## config.mk

```make
export PLATFORM = sky130hd
export DESIGN_NAME = mesi_line_ctrl
export DESIGN_NICKNAME = d
export VERILOG_FILES = /design/src/rtl/mesi_line_pkg.sv /design/src/rtl/line_lock.sv /design/src/rtl/line_store.sv /design/src/rtl/cpu_path.sv /design/src/rtl/snoop_path.sv /design/src/rtl/mesi_line_ctrl.sv
export SDC_FILE = /design/constraint.sdc
export NUM_CORES = 1
export LEC_CHECK = 0
export BUFFER_PORTS_ARGS = -buffer_cell sky130_fd_sc_hd__buf_2
export CORE_MARGIN = 2
export CORE_UTILIZATION = 42
export CTS_BUF_LIST = sky130_fd_sc_hd__clkbuf_16
export DETAILED_ROUTE_END_ITERATION = 10
export PLACE_DENSITY = 0.69
export SETUP_SLACK_MARGIN = 0.05
export SLEW_MARGIN = 40
export SYNTH_ARGS = -nofsm -noshare
export SYNTH_HDL_FRONTEND = slang
export SYNTH_SLANG_ARGS = --single-unit
```

## constraint.sdc

```tcl
create_clock -name clk -period 3.45 [get_ports clk]
set_input_delay 0.69 -clock clk [delete_from_list [all_inputs] [get_ports clk]]
set_output_delay 0.69 -clock clk [all_outputs]
set_load 0.05 [all_outputs]
```

## src/rtl/mesi_line_pkg.sv

```systemverilog
package mesi_line_pkg;

    typedef enum logic [1:0] {
        LN_INV = 2'd0,
        LN_SHR = 2'd1,
        LN_EXC = 2'd2,
        LN_MOD = 2'd3
    } line_state_t;

    typedef enum logic [1:0] {
        MQ_READ     = 2'd0,
        MQ_UPGRADE  = 2'd1,
        MQ_READ_OWN = 2'd2,
        MQ_RSVD     = 2'd3
    } mem_req_kind_t;

    typedef enum logic [1:0] {
        OWN_NONE = 2'd0,
        OWN_CPU  = 2'd1,
        OWN_SNP  = 2'd2,
        OWN_BAD  = 2'd3
    } lock_owner_t;

endpackage

```

## src/rtl/line_lock.sv

```systemverilog
module line_lock
    import mesi_line_pkg::*;
(
    input  logic clk,
    input  logic rst_n,
    input  logic cpu_req,
    input  logic snp_req,
    input  logic cpu_rel,
    input  logic snp_rel,
    output logic cpu_gnt,
    output logic snp_gnt
);

    lock_owner_t owner_q, owner_d;

    always_ff @(posedge clk) begin
        if (!rst_n) owner_q <= OWN_NONE;
        else        owner_q <= owner_d;
    end

    always_comb begin
        owner_d = owner_q;
        unique case (owner_q)
            OWN_NONE: begin
                if (snp_req)      owner_d = OWN_SNP;
                else if (cpu_req) owner_d = OWN_CPU;
            end
            OWN_CPU:  if (cpu_rel) owner_d = OWN_NONE;
            OWN_SNP:  if (snp_rel) owner_d = OWN_NONE;
            default:  owner_d = OWN_NONE;
        endcase
    end

    always_comb begin
        cpu_gnt = (owner_q == OWN_CPU);
        snp_gnt = (owner_q == OWN_SNP);
    end

    // the snoop agent wins a tie for a free lock
    a_r10_snoop_first: assert property (@(posedge clk) disable iff (!rst_n)
        (owner_q == OWN_NONE && snp_req && cpu_req) |=> (snp_gnt && !cpu_gnt));

endmodule

```

## src/rtl/line_store.sv

```systemverilog
module line_store
    import mesi_line_pkg::*;
#(
    parameter int DATA_W = 32
) (
    input  logic              clk,
    input  logic              rst_n,
    input  logic              cpu_we,
    input  line_state_t       cpu_state,
    input  logic [DATA_W-1:0] cpu_data,
    input  logic              snp_we,
    input  line_state_t       snp_state,
    output line_state_t       state_q,
    output logic [DATA_W-1:0] data_q
);

    always_ff @(posedge clk) begin
        if (!rst_n) begin
            state_q <= LN_INV;
            data_q  <= '0;
        end else if (cpu_we) begin
            state_q <= cpu_state;
            data_q  <= cpu_data;
        end else if (snp_we) begin
            state_q <= snp_state;
        end
    end

    // only the lock holder writes, so two writers never meet
    a_r10_single_writer: assert property (@(posedge clk) disable iff (!rst_n)
        !(cpu_we && snp_we));

endmodule

```

## src/rtl/cpu_path.sv

```systemverilog
module cpu_path
    import mesi_line_pkg::*;
#(
    parameter int DATA_W = 32
) (
    input  logic              clk,
    input  logic              rst_n,
    input  logic              req_valid,
    output logic              req_ready,
    input  logic              req_write,
    input  logic [DATA_W-1:0] req_wdata,
    output logic              rsp_valid,
    output logic [DATA_W-1:0] rsp_rdata,
    output logic              mem_req_valid,
    input  logic              mem_req_ready,
    output logic [1:0]        mem_req_kind,
    input  logic              mem_rsp_valid,
    input  logic              mem_rsp_excl,
    input  logic [DATA_W-1:0] mem_rsp_data,
    output logic              lock_req,
    input  logic              lock_gnt,
    output logic              lock_rel,
    input  line_state_t       line_state,
    input  logic [DATA_W-1:0] line_data,
    output logic              wr_en,
    output line_state_t       wr_state,
    output logic [DATA_W-1:0] wr_data
);

    typedef enum logic [2:0] {
        CP_IDLE  = 3'd0,
        CP_LOCK  = 3'd1,
        CP_MREQ  = 3'd2,
        CP_MWAIT = 3'd3,
        CP_RESP  = 3'd4
    } cp_state_t;

    cp_state_t         st_q, st_d;
    logic              op_wr_q;
    logic [DATA_W-1:0] op_wd_q;
    mem_req_kind_t     kind_q, kind_d;
    logic              hit;

    always_comb begin
        if (op_wr_q) hit = (line_state == LN_MOD);
        else         hit = (line_state != LN_INV);
    end

    always_comb begin
        if (!op_wr_q)                  kind_d = MQ_READ;
        else if (line_state == LN_INV) kind_d = MQ_READ_OWN;
        else                           kind_d = MQ_UPGRADE;
    end

    // state register and captured request
    always_ff @(posedge clk) begin
        if (!rst_n) begin
            st_q    <= CP_IDLE;
            op_wr_q <= 1'b0;
            op_wd_q <= '0;
            kind_q  <= MQ_READ;
        end else begin
            st_q <= st_d;
            if (st_q == CP_IDLE && req_valid) begin
                op_wr_q <= req_write;
                op_wd_q <= req_wdata;
            end
            if (st_q == CP_LOCK && lock_gnt && !hit) kind_q <= kind_d;
        end
    end

    always_comb begin
        st_d = st_q;
        unique case (st_q)
            CP_IDLE:  if (req_valid) st_d = CP_LOCK;
            CP_LOCK:  if (lock_gnt) st_d = hit ? CP_RESP : CP_MREQ;
            CP_MREQ:  if (mem_req_ready) st_d = CP_MWAIT;
            CP_MWAIT: if (mem_rsp_valid) st_d = CP_RESP;
            CP_RESP:  st_d = CP_IDLE;
            default:  st_d = CP_IDLE;
        endcase
    end

    // outputs
    always_comb begin
        req_ready     = 1'b0;
        rsp_valid     = 1'b0;
        rsp_rdata     = line_data;
        mem_req_valid = 1'b0;
        mem_req_kind  = kind_q;
        lock_req      = 1'b0;
        lock_rel      = 1'b0;
        wr_en         = 1'b0;
        wr_state      = LN_MOD;
        wr_data       = op_wd_q;
        unique case (st_q)
            CP_IDLE:  req_ready = 1'b1;
            CP_LOCK: begin
                lock_req = 1'b1;
                wr_en    = lock_gnt && hit && op_wr_q;
            end
            CP_MREQ:  mem_req_valid = 1'b1;
            CP_MWAIT: begin
                wr_en = mem_rsp_valid;
                if (!op_wr_q) begin
                    wr_state = mem_rsp_excl ? LN_EXC : LN_SHR;
                    wr_data  = mem_rsp_data;
                end
            end
            CP_RESP: begin
                rsp_valid = 1'b1;
                lock_rel  = 1'b1;
            end
            default: ;
        endcase
    end

    // no response is ever served from an Invalid line
    a_r7_no_data_from_inv: assert property (@(posedge clk) disable iff (!rst_n)
        rsp_valid |-> (line_state != LN_INV));

    // stores complete only on a Modified line
    a_r7_store_needs_mod: assert property (@(posedge clk) disable iff (!rst_n)
        (rsp_valid && op_wr_q) |-> (line_state == LN_MOD));

    // a waiting memory request holds its kind
    a_r12_mem_req_hold: assert property (@(posedge clk) disable iff (!rst_n)
        (mem_req_valid && !mem_req_ready) |=> (mem_req_valid && $stable(mem_req_kind)));

endmodule

```

## src/rtl/snoop_path.sv

```systemverilog
module snoop_path
    import mesi_line_pkg::*;
#(
    parameter int DATA_W = 32
) (
    input  logic              clk,
    input  logic              rst_n,
    input  logic              snp_valid,
    output logic              snp_ready,
    input  logic              snp_kind,
    output logic              rsp_valid,
    output logic              rsp_dirty,
    output logic [DATA_W-1:0] rsp_data,
    output logic              lock_req,
    input  logic              lock_gnt,
    output logic              lock_rel,
    input  line_state_t       line_state,
    input  logic [DATA_W-1:0] line_data,
    output logic              st_we,
    output line_state_t       st_new
);

    typedef enum logic [1:0] {
        SN_IDLE = 2'd0,
        SN_LOCK = 2'd1,
        SN_RESP = 2'd2
    } sn_state_t;

    sn_state_t st_q, st_d;
    logic      own_q;

    always_ff @(posedge clk) begin
        if (!rst_n) begin
            st_q  <= SN_IDLE;
            own_q <= 1'b0;
        end else begin
            st_q <= st_d;
            if (st_q == SN_IDLE && snp_valid) own_q <= snp_kind;
        end
    end

    always_comb begin
        st_d = st_q;
        unique case (st_q)
            SN_IDLE: if (snp_valid) st_d = SN_LOCK;
            SN_LOCK: if (lock_gnt) st_d = SN_RESP;
            SN_RESP: st_d = SN_IDLE;
            default: st_d = SN_IDLE;
        endcase
    end

    always_comb begin
        snp_ready = (st_q == SN_IDLE);
        lock_req  = (st_q == SN_LOCK);
        rsp_valid = 1'b0;
        rsp_dirty = 1'b0;
        rsp_data  = line_data;
        lock_rel  = 1'b0;
        st_we     = 1'b0;
        st_new    = line_state;
        if (st_q == SN_RESP) begin
            rsp_valid = 1'b1;
            rsp_dirty = (line_state == LN_MOD);
            lock_rel  = 1'b1;
            st_we     = 1'b1;
            if (own_q)                     st_new = LN_INV;
            else if (line_state != LN_INV) st_new = LN_SHR;
        end
    end

    // an ownership snoop leaves the line Invalid
    a_r9_own_invalidates: assert property (@(posedge clk) disable iff (!rst_n)
        (rsp_valid && own_q) |=> (line_state == LN_INV));

    // a read snoop on a valid line leaves it Shared
    a_r8_read_shares: assert property (@(posedge clk) disable iff (!rst_n)
        (rsp_valid && !own_q && line_state != LN_INV) |=> (line_state == LN_SHR));

endmodule

```

## src/rtl/mesi_line_ctrl.sv

```systemverilog
module mesi_line_ctrl
    import mesi_line_pkg::*;
#(
    parameter int DATA_W = 32
) (
    input  logic              clk,
    input  logic              rst_n,
    input  logic              cpu_req_valid,
    output logic              cpu_req_ready,
    input  logic              cpu_req_write,
    input  logic [DATA_W-1:0] cpu_req_wdata,
    output logic              cpu_rsp_valid,
    output logic [DATA_W-1:0] cpu_rsp_rdata,
    output logic              mem_req_valid,
    input  logic              mem_req_ready,
    output logic [1:0]        mem_req_kind,
    input  logic              mem_rsp_valid,
    input  logic              mem_rsp_excl,
    input  logic [DATA_W-1:0] mem_rsp_data,
    input  logic              snp_valid,
    output logic              snp_ready,
    input  logic              snp_kind,
    output logic              snp_rsp_valid,
    output logic              snp_rsp_dirty,
    output logic [DATA_W-1:0] snp_rsp_data
);

    logic              cpu_lreq, cpu_lgnt, cpu_lrel;
    logic              snp_lreq, snp_lgnt, snp_lrel;
    logic              cpu_we, snp_we;
    line_state_t       cpu_wst, snp_wst, line_st;
    logic [DATA_W-1:0] cpu_wd, line_dat;

    line_lock u_lock (
        .clk(clk), .rst_n(rst_n),
        .cpu_req(cpu_lreq), .snp_req(snp_lreq),
        .cpu_rel(cpu_lrel), .snp_rel(snp_lrel),
        .cpu_gnt(cpu_lgnt), .snp_gnt(snp_lgnt)
    );

    line_store #(.DATA_W(DATA_W)) u_store (
        .clk(clk), .rst_n(rst_n),
        .cpu_we(cpu_we), .cpu_state(cpu_wst), .cpu_data(cpu_wd),
        .snp_we(snp_we), .snp_state(snp_wst),
        .state_q(line_st), .data_q(line_dat)
    );

    cpu_path #(.DATA_W(DATA_W)) u_cpu (
        .clk(clk), .rst_n(rst_n),
        .req_valid(cpu_req_valid), .req_ready(cpu_req_ready),
        .req_write(cpu_req_write), .req_wdata(cpu_req_wdata),
        .rsp_valid(cpu_rsp_valid), .rsp_rdata(cpu_rsp_rdata),
        .mem_req_valid(mem_req_valid), .mem_req_ready(mem_req_ready),
        .mem_req_kind(mem_req_kind), .mem_rsp_valid(mem_rsp_valid),
        .mem_rsp_excl(mem_rsp_excl), .mem_rsp_data(mem_rsp_data),
        .lock_req(cpu_lreq), .lock_gnt(cpu_lgnt), .lock_rel(cpu_lrel),
        .line_state(line_st), .line_data(line_dat),
        .wr_en(cpu_we), .wr_state(cpu_wst), .wr_data(cpu_wd)
    );

    snoop_path #(.DATA_W(DATA_W)) u_snp (
        .clk(clk), .rst_n(rst_n),
        .snp_valid(snp_valid), .snp_ready(snp_ready), .snp_kind(snp_kind),
        .rsp_valid(snp_rsp_valid), .rsp_dirty(snp_rsp_dirty), .rsp_data(snp_rsp_data),
        .lock_req(snp_lreq), .lock_gnt(snp_lgnt), .lock_rel(snp_lrel),
        .line_state(line_st), .line_data(line_dat),
        .st_we(snp_we), .st_new(snp_wst)
    );

    // Modified is entered only right after a memory grant
    a_r7_mod_after_grant: assert property (@(posedge clk) disable iff (!rst_n)
        (line_st == LN_MOD && $past(line_st) != LN_MOD) |-> $past(mem_rsp_valid));

    // the two agents never answer in the same cycle
    a_r10_rsp_exclusive: assert property (@(posedge clk) disable iff (!rst_n)
        !(cpu_rsp_valid && snp_rsp_valid));

endmodule

```

==> summary.md <==
| Metric | Value |
|---|---|
| Die Height | roughly 97 um |
| Warnings, synthesis | 0 |
| Worst EP required | 3640 ps |
| PwrDens | 474 nW/um^2 |
| Synth cell types | 37 |
| Achievable Freq | 377 MHz |
| Routed WL | ~8500 um |
| Routed Antenna Nets | 0 |
| MaxCap Viol Count | 0 |
| Min cycle time layout | 2650 ps |
| Setup_tns | 0 ps |
| Share of layout cells above drive strength 1 | 34.1% |
| Number of CTS-inserted buffers | 9 |
| Hold Vio Cnt, Final | 0 |
| Final setup vio count | 0 |
| Area Overhead vs Synth | 23.1% |
| Place WS | 587 ps |
| # clock sinks | 77 |
| Io pins | 145 |
| Mapped Area | 3630 um^2 |
| Inst Count DP | 590 |
| Clk_skew | 7.28 ps |
| Hold Path Class | register to register |
| Slew @ Worst Pin | 717 ps |
| R2R depth | 6 |
| Final std cells w/o fill | 606 |
| First-pass GRT wire length | 14,200 um |
| Post-DP HPWL | 6000 um |
| Top cell type's share of synthesized area | a little over two fifths |
| Startpoint Class | register |
| Most frequent cells in the layout | buf_2, nand2_1, dfxtp_1 |
| Syn avg cell area | 9.10 um^2 |
| H-tree Lvls | 3 |
| Core area | 8300 um^2 |
| Slew Limit Fails | 0 |
| RSZ-0062 raised after global routing | false |
| DRC Markers | 0 |
| Design Power | around 2.1 mW |
| Seq/Total Area, Yosys | between 40% and 50% |
| Post-synthesis cell count | 399 |
| Area contributors post-synth | dfxtp_1, mux2i_1, o211a_1 |
| Starting Density | 43.7% |
| Initial DRC Count | 81 |
| Vias per inst | 5.08 |
| Pleak | 2.33 nW |
| TritonRoute pass-1 iters | 7 |
| CP Cell Sequence | or3b_4 -> o21ai_4 -> buf_8 -> and2_1 -> buf_4 -> o31ai_1 |
| Routed WL per cell | 14.1 um |
| Max-slew headroom | 52.2% |
| Number of global-route vias before repair | 2,963 |
| Site Rows | 33 |
| Via Count | between 3,000 and 4,000 |
| Nets | 570 |
| CP max FO | 25 |
| CTS tree | built |
| Largest net degree at the start of global routing | 45 |
| Slowest cell on crit path | and2_1 |
| Yosys top cell by area | dfxtp_1 |
| Most common cell after layout, fill and taps aside | buf_2 |
| Syn nets | roughly 470 |
| N_diodes | 0 |
| Setup Buffers After CTS | 0 |
| Grt ovf | 0 |
| Antenna violations before repair | 1 |
| Clock transition at path regs | approximately 60 ps |
| Port Buffers | 144 |
| Worst-Skew Late Latency | 320 ps |
| Full die area | 9400 um^2 |
| Outcome | completed |
| Width of the die | 97.0 um |
| Routability Congestion | ~0.77 |
| Yosys reg bits | 77 |
| Tcrit/Tclk final | 76.9% |
| Fin util | 53.8% |
| CP arrival | between 2000 and 3000 ps |
| Root buffer cell | clkbuf_16 |
| Cell depth of the worst hold path | 2 |
| Hold Buf Count CTS | 0 |
| Fin worst setup slack | 797 ps |
| Max incr delay on CP | approximately 620 ps |
| Critical path class | register to register |
| All-Layer GR Usage | 18.2% |
| Maximum buffer depth of the clock tree | 2 |
| Endpoint class of the critical path | register |
| Post_cts resized | 0 |
| Max VDD drop | 0.284 mV |
-- metal layers --
metal	global-route usage (%)	vias up	part of all wire [%]
li1	-	1544	-
met1	23.1	1414	46
met2	29.5	109	45
met3	5.27	13	7.6
met4	6.07	0	1.6
met5	0	-	0
-- state kept, by name (all words and copies together) (netlist names) --
signal and cells:
u_cpu.op_wr_q 1, u_store.state_q 2, u_lock.owner_q 2, u_snp.st_q 2, u_store.data_q 32, u_snp.own_q 1
u_cpu.mem_req_kind 2, u_cpu.op_wd_q 32, u_cpu.st_q 3
-- cells in the mapped netlist, drive strengths merged --
cell type	n
dfxtp	77
nand2	77
buf	47
nand3	36
a21boi	34
mux2i	34
o211a	32
clkbuf	18
inv	4
nand2b	4
nor2	3
nor3	3
o21ai	3
a21oi	2
and3	2
and3b	2
maj3	2
nand4	2
nor2b	2
o2111a	2
o31ai	2
a211oi	1
a311oi	1
a31oi	1
and2	1
nand3b	1
nor3b	1
nor4	1
o211ai	1
o21a	1
or3	1
or3b	1
-- cell families after synthesis --
family / after synthesis / share of synthesized area, %
adder cells (fa/ha/maj): 2 / 0.552
flip-flops: 77 / 42.5
buffers and inverters: 69 / 11.6
AND/OR/NAND/NOR: 137 / 17.1
multiplexers: 34 / 9.38
AO/OA/AOI/OAI: 80 / 18.9
-- layout make-up --
| type | instances | area [um^2] |
|---|---|---|
| flip-flops and latches | 77 | 1540 |
| inverters | 4 | 15.0 |
| well taps | 105 | 131 |
| clock buffers | 9 | 225 |
| repair buffers | 152 | 808 |
| multi-input cells | 253 | 1690 |
| clock inverters | 6 | 56.3 |
| fillers | 783 | 3830 |
-- worst max-delay path, delay by kind of cell, from the launching register on --
family	cells	cell delay, ps
AOI/OAI and AO/OA	2	470
DFF	1	390
and+or+nand+nor	2	1060
buffers and inverters	2	590
-- final timing paths --
check / start / to / slack (ps)
setup reg to reg: u_lock.owner_q[0]$_SDFFE_PN0P_ / u_store.state_q[1]$_SDFFE_PN0P_ / 800
hold reg to reg: u_cpu.op_wd_q[30]$_SDFFE_PN0P_ / u_cpu.op_wd_q[30]$_SDFFE_PN0P_ / 450
hold / removal: u_cpu.op_wd_q[30]$_SDFFE_PN0P_ / u_cpu.op_wd_q[30]$_SDFFE_PN0P_ / 450
setup / recovery: u_lock.owner_q[0]$_SDFFE_PN0P_ / u_store.state_q[1]$_SDFFE_PN0P_ / 800
-- power breakdown --
| group | internal, mW | switching, mW | leakage (nW) |
|---|---|---|---|
| registers | 0.928 | 0.0274 | 0.626 |
| logic | 0.105 | 0.165 | 1.56 |
| clock network | 0.549 | 0.344 | 0.144 |
| total | 1.58 | 0.537 | 2.33 |
-- stage by stage --
step                      hold slack (ps)  instance area, um^2
after floorplan                       434                 3630
after global placement                440                 4140
after detailed placement              445                 4170
after CTS                             453                 4450
after global routing                  468                 4470
final                                 451                 4470
(Power assumes the default switching activity.)
